<file path="src/rtl/irqm_pkg.sv">
package irqm_pkg;

  localparam int OFF_STAT = 'h0;
  localparam int OFF_MASK = 'h4;
  localparam int OFF_EN   = 'h8;
  localparam int OFF_DIS  = 'hC;

  typedef enum logic [2:0] {
    SEL_STAT,
    SEL_MASK,
    SEL_EN,
    SEL_DIS,
    SEL_NONE
  } reg_sel_e;

endpackage

</file>
<file path="src/rtl/irqm_decode.sv">
module irqm_decode
  import irqm_pkg::*;
#(
  parameter int ADDR_W = 4
) (
  input  logic [ADDR_W-1:0] addr,
  output reg_sel_e          sel
);

  always_comb begin
    if (addr == ADDR_W'(OFF_STAT))      sel = SEL_STAT;
    else if (addr == ADDR_W'(OFF_MASK)) sel = SEL_MASK;
    else if (addr == ADDR_W'(OFF_EN))   sel = SEL_EN;
    else if (addr == ADDR_W'(OFF_DIS))  sel = SEL_DIS;
    else                                sel = SEL_NONE;
  end

endmodule

</file>
<file path="src/rtl/irqm_status.sv">
module irqm_status #(
  parameter int NUM_SRC = 1
) (
  input  logic               clk,
  input  logic               rst_n,
  input  logic [NUM_SRC-1:0] evt,
  input  logic [NUM_SRC-1:0] clr_bits,
  output logic [NUM_SRC-1:0] stat_d,
  output logic [NUM_SRC-1:0] stat_q
);

  for (genvar i = 0; i < NUM_SRC; i++) begin : g_bit
    // an event at the same edge as a clear leaves the bit set
    assign stat_d[i] = evt[i] | (stat_q[i] & ~clr_bits[i]);

    always_ff @(posedge clk) begin
      if (!rst_n) stat_q[i] <= 1'b0;
      else        stat_q[i] <= stat_d[i];
    end
  end

endmodule

</file>
<file path="src/rtl/irqm_mask.sv">
module irqm_mask #(
  parameter int NUM_SRC = 1
) (
  input  logic               clk,
  input  logic               rst_n,
  input  logic [NUM_SRC-1:0] unmask_bits,
  input  logic [NUM_SRC-1:0] setmask_bits,
  output logic [NUM_SRC-1:0] mask_d,
  output logic [NUM_SRC-1:0] mask_q
);

  assign mask_d = (mask_q & ~unmask_bits) | setmask_bits;

  always_ff @(posedge clk) begin
    if (!rst_n) mask_q <= '1;
    else        mask_q <= mask_d;
  end

endmodule

</file>
<file path="src/rtl/irqm_ctrl.sv">
module irqm_ctrl
  import irqm_pkg::*;
#(
  parameter int ADDR_W  = 4,
  parameter int DATA_W  = 32,
  parameter int NUM_SRC = 1
) (
  input  logic              clk,
  input  logic              rst_n,
  input  logic              bus_wr,
  input  logic [ADDR_W-1:0] bus_addr,
  input  logic [DATA_W-1:0] bus_wdata,
  output logic [DATA_W-1:0] bus_rdata,
  input  logic [NUM_SRC-1:0] evt,
  output logic              irq
);

  reg_sel_e           sel;
  logic [NUM_SRC-1:0] wbits;
  logic [NUM_SRC-1:0] clr_bits, unmask_bits, setmask_bits;
  logic [NUM_SRC-1:0] stat_d, stat_q, mask_d, mask_q;
  logic               irq_q;

  irqm_decode #(.ADDR_W(ADDR_W)) u_dec (
    .addr (bus_addr),
    .sel  (sel)
  );

  assign wbits        = bus_wdata[NUM_SRC-1:0];
  assign clr_bits     = (bus_wr && sel == SEL_STAT) ? wbits : '0;
  assign unmask_bits  = (bus_wr && sel == SEL_EN)   ? wbits : '0;
  assign setmask_bits = (bus_wr && sel == SEL_DIS)  ? wbits : '0;

  irqm_status #(.NUM_SRC(NUM_SRC)) u_stat (
    .clk      (clk),
    .rst_n    (rst_n),
    .evt      (evt),
    .clr_bits (clr_bits),
    .stat_d   (stat_d),
    .stat_q   (stat_q)
  );

  irqm_mask #(.NUM_SRC(NUM_SRC)) u_mask (
    .clk          (clk),
    .rst_n        (rst_n),
    .unmask_bits  (unmask_bits),
    .setmask_bits (setmask_bits),
    .mask_d       (mask_d),
    .mask_q       (mask_q)
  );

  // request follows the next state so it moves on the same edge as status/mask
  always_ff @(posedge clk) begin
    if (!rst_n) irq_q <= 1'b0;
    else        irq_q <= |(stat_d & ~mask_d);
  end
  assign irq = irq_q;

  always_comb begin
    unique case (sel)
      SEL_STAT: bus_rdata = DATA_W'(stat_q);
      SEL_MASK: bus_rdata = DATA_W'(mask_q);
      default:  bus_rdata = '0;
    endcase
  end

endmodule

</file>
<file path="config.mk">
export PLATFORM = sky130hd
export DESIGN_NAME = irqm_ctrl
export DESIGN_NICKNAME = d
export VERILOG_FILES = /design/src/rtl/irqm_pkg.sv /design/src/rtl/irqm_decode.sv /design/src/rtl/irqm_status.sv /design/src/rtl/irqm_mask.sv /design/src/rtl/irqm_ctrl.sv
export SDC_FILE = /design/constraint.sdc
export NUM_CORES = 1
export LEC_CHECK = 0
export ABC_AREA = 1
export BUFFER_PORTS_ARGS = -buffer_cell sky130_fd_sc_hd__buf_2
export CAP_MARGIN = 40
export CORE_MARGIN = 1.5
export CORE_UTILIZATION = 23
export DETAILED_ROUTE_END_ITERATION = 8
export PLACE_DENSITY_LB_ADDON = 0.3
export SYNTH_ARGS = -nofsm -noshare
export SYNTH_HDL_FRONTEND = slang
export SYNTH_SLANG_ARGS = --single-unit
</file>
<file path="constraint.sdc">
create_clock -name clk -period 0.8 [get_ports clk]
set_clock_uncertainty 0.2 [all_clocks]
set_input_delay 0 -clock clk [delete_from_list [all_inputs] [get_ports clk]]
set_output_delay 0 -clock clk [all_outputs]
set_load 0.1 [all_outputs]
</file>
# ---- After elaboration in Yosys (flattened, before gate mapping)
# Cells that the tools add are included.
dict set report classes {
  n_eq_ne 6
  shifts 0
  n_mux 8
  div 0
  magnitude_cmp 0
  reduce_logical 5
  add_sub_neg 0
  mul 0
  n_bitwise 8
}
# operator n
set ops {}
lappend ops {{$mux W3} 4}
lappend ops {{$eq A4 B4 Y1 const B} 2}
lappend ops {{$eq A3 B2 Y1 const B} 2}
lappend ops {{$eq A4 B3 Y1 const B} 1}
lappend ops {{$logic_not A4 Y1} 1}
lappend ops {{$and A1 B1 Y1} 3}
lappend ops {{$eq A3 B1 Y1 const B} 1}
lappend ops {{$logic_and A1 B1 Y1} 3}
lappend ops {{$logic_not A3 Y1} 1}
lappend ops {{$mux W1} 3}
lappend ops {{$not A1 Y1} 3}
lappend ops {{$or A1 B1 Y1} 2}
lappend ops {{$pmux W1 S2} 1}
dict set report word_totals {
  input_bits 40
  regBits 3
  mem_bits_rw 0
  out_inout_bits 33
  latch_bits 0
  romBits 0
  n_memories 0
}

# ---- Longest topological paths before layout
dict set report depth {
  depth_word 13
  mapped_depth 6
}

# ---- Cells and area by module
# A second synthesis with hierarchy kept.
dict set report unflattened {
  cells_unflattened 70
  hier_area_um2 451.7
}
# mod area_each_um2 cells_per_inst instances seq_area_each_um2
set modules_own_cells {}
lappend modules_own_cells {irqm_ctrl 325.3 50 1 20.0}
lappend modules_own_cells {irqm_status 50.0 7 1 20.0}
lappend modules_own_cells {irqm_mask 47.5 6 1 20.0}
lappend modules_own_cells {irqm_decode 28.8 7 1 0.0}

# ---- Least setup slack after synthesis
# No wires, ideal clock.
dict set report synth_path {
  kind {reg2out}
  startpoint {register u_mask.mask_q}
  endpoint {output port bus_rdata[0]}
  slack_ps -1886
  stages_incl_launch_ff 3
  arrival_time_ps 2486
  path_buffers 0
  t_required_ps 600
  path_cell_list {dfxtp_1 nand3_1 o21ai_0}
}
dict set report synth_between {
  elab_chain_cells 1
}
# element line_no
set synth_rtl {}
lappend synth_rtl {{start: declaration} irqm_mask.sv:9} ;# output logic [NUM_SRC-1:0] mask_q
lappend synth_rtl {{start signal: assignment} irqm_mask.sv:16} ;# else mask_q <= mask_d;
lappend synth_rtl {{$pmux W1 S2} irqm_ctrl.sv:60} ;# unique case (sel)
lappend synth_rtl {{end: declaration} irqm_ctrl.sv:13} ;# output logic [DATA_W-1:0] bus_rdata,
# Every way passes these cells.

# ---- Worst setup path after layout
dict set report layout_path {
  startpoint {register u_stat.stat_q}
  endpoint {output port bus_rdata[0]}
}
dict set report layout_between {
  elab_chain_cells 1
}
# element line_no
set layout_rtl {}
lappend layout_rtl {{start: declaration} irqm_status.sv:9} ;# output logic [NUM_SRC-1:0] stat_q
lappend layout_rtl {{start signal: indexed assignment} irqm_status.sv:18} ;# else stat_q[i] <= stat_d[i];
lappend layout_rtl {{$pmux W1 S2} irqm_ctrl.sv:60}
# Every way passes these cells.

==> impl_metrics.csv <==
group,metric,value,unit
sta,hold_violations,3,
sta,final.setup.worst_slack,-0.3816,ns
worst_setup_path,crit_family,"flip-flops",
worst_setup_path,path_max_fanout,2,
sta,whs,-0.2076,ns
grt,overflow,0,
detailed_routing,routed_wl,540,um
floorplanning,ioPinCount,73,
synth,synth_edf_count,0,
floorplanning,start_util,25.28,%
worst_setup_path,critPathRequiredTime,0.60,ns
run_status,status,"complete, but fails checks",
floorplanning,rows,14,
synth,yosysUniqueCellTypes,12,
detailed_routing,vias,273,
floorplanning,fp.dieW,44.40,um
detailed_routing,ant_nets,0,
final_layout,syn_to_final_growth,17.46,%
cts,clk_path_buf_depth,2,
grt,antenna_found_initial,0,
detailed_routing,drtIter0Drc,11,
grt,grt_usage,6.376,%
worst_setup_path,max_stage_delay,0.34,ns
cts,numCtsBuffers,3,
placed_design,gp_congestion,0.6485,
sta,setup_viol,5,
placed_design,hpwlAfterDp,447,um
cts,htree_levels,1,
sta,rsz0062_at_grt,"yes",
detailed_routing,first_pass_iters,6,
synth,synthesis.instances,53,
synth,yosysSeqAreaShare,15.24,%
worst_setup_path,critical_path_arrival,0.98,ns
cts,cts-root-buf,"clkbuf_4",
synth,synth-seq-cells,3,
synth,yosysMostFrequentCell,"buf_4",
detailed_routing,drc,8,
worst_setup_path,crit_path_top_delay_cell,"dfxtp_2",
floorplanning,die_area,0.001971,mm^2
power_and_ir_drop,p_total,1.163,mW
synth,yosys_warnings,0,
synth,synth_top_area_cell,"buf_4",
detailed_routing,wire_per_inst,6.279,um
grt,grt_max_degree,6,
cts,clk_transition_reported_paths,0.04,ns
placed_design,port_buffers,10,
final_layout,num_antenna_cells,0,
final_layout,final_nets,111,
synth,synth_area,394.1,um^2
power_and_ir_drop,vdd_drop_max,0.8931,mV
sta,report.final.slew_viol_count,0,
power_and_ir_drop,p_per_area,2513,mW/mm^2
worst_setup_path,critPathCaptureType,"output port",
grt,grt_pass1_vias,219,
cts,clock_latency,0.23,ns
worst_setup_path,crit_type,"reg -> out",
sta,post-route-period-util,147.7,%
synth,synth_area_leaders,"buf_4, dfxtp_1, nand3_1, nor2_2, inv_1",
synth,syn_area_per_cell,7.436,um^2
cts,cts_tree,"yes",
worst_setup_path,path_cells,"nand3_1, o21ai_4, buf_12",
synth,ys.flop_type,"dfxtp_1",
run_status,violations,"design-rule violations, negative hold slack, negative setup slack",
cts,clock_sinks,3,
worst_setup_path,cp-start-kind,"register",
final_layout,drive_gt1_share,40.00,%
synth,synth_common_cells,"buf_4, nand3_1, dfxtp_1, inv_1, nand2_1",
synth,async_reset_ff_share,0,%
run,maxCapViolCount,0,
synth,synth_top_area_share,59.05,%
sta,clock.fmax,0.8463,GHz
power_and_ir_drop,p_leak,0.2577,nW
grt,grt_first_pass_wirelength,834,um
sta,post-route-min-period,1.182,ns
detailed_routing,viasPerCell,3.174,
floorplanning,coreArea,0.001559,mm^2
worst_hold_path,hold_class,"in -> reg",
worst_setup_path,crit_buf_inv,1,
floorplanning,dieHeight,44.40,um
==> cell families (layout without fill, tap and decap cells) <==
logic type	after synthesis	in the layout	share of synthesized area (%)
buf+inv	34	21	61.90
simple gates	13	13	18.41
flops	3	3	15.24
compound gates	2	2	3.491
other cells	1	31	0.9515
==> per-stage QoR <==
step	util, %	TNS, ns	area, um^2	cells	setup slack (ns)
after floorplan	-	-0.3728	528.0	83	-0.3728
after global placement	26.81	-0.4300	417.9	81	-0.1570
after detailed placement	26.81	-0.4272	417.9	81	-0.1661
after CTS	28.57	-0.6335	445.4	85	-0.3945
after global routing	29.70	-0.9284	462.9	86	-0.4422
final	29.70	-0.7264	462.9	86	-0.3816
==> routing by layer <==
| layer | GRT usage (%) | vias up | wire (um) |
|---|---|---|---|
| met5 | 0 | - | 0 |
| met4 | 5.455 | 0 | 0 |
| met3 | 4.898 | 0 | 78 |
| met2 | 7.647 | 28 | 232 |
| met1 | 7.125 | 111 | 229 |
| li1 | - | 134 | - |
==> registers in the layout, summed over array words and instances, names as in the netlist <==
signal         flops
irq                1
u_mask.mask_q      1
u_stat.stat_q      1
==> worst paths after layout <==
kind                            cells after the start       endpoint     startpoint  slack (ns)
worst min register to register                      2  u_stat.stat_q  u_stat.stat_q        0.31
worst max register to register                      4            irq  u_mask.mask_q       -0.11
worst max-delay path                                3   bus_rdata[0]  u_stat.stat_q       -0.38
worst min-delay path                                2  u_mask.mask_q          rst_n       -0.21
==> power breakdown <==
group	internal, mW	switching (mW)
sequential	0.154	0.00504
clock	0.187	0.0787
combinational	0.0493	0.689
==> cells in the final DEF, fill, tap and decap left out, types with 2 or more instances in the layout <==
cell,instances
nand3_2,2
inv_1,3
nor2_2,2
conb_1,31
nand3_1,3
nand2_1,2
clkbuf_4,3
buf_4,4
buf_2,8
nor2_1,2
dfxtp_2,2
buf_12,2
==> timing repair <==
action	4_1_cts	5_1_grt
pin swaps	3	3
setup buffers	0	1
resized for setup	1	2
hold endpoints to repair	3	3
setup endpoints to repair	4	5
==> worst register-to-register path: stages (launching register included) <==
cell and delay, ns:
dfxtp_2 0.31, buf_4 0.13, nand2_2 0.05, nand3_2 0.07, nor2_2 0.08
==> area by class of cell <==
type | count | area, um^2
clock buffers | 4 | 26.28
fillers | 172 | 1096
inverters | 3 | 11.26
multi-input cells | 46 | 229.0
flip-flops and latches | 3 | 66.31
well taps | 16 | 20.02
repair buffers | 14 | 110.1
(Power assumes the default switching activity.)
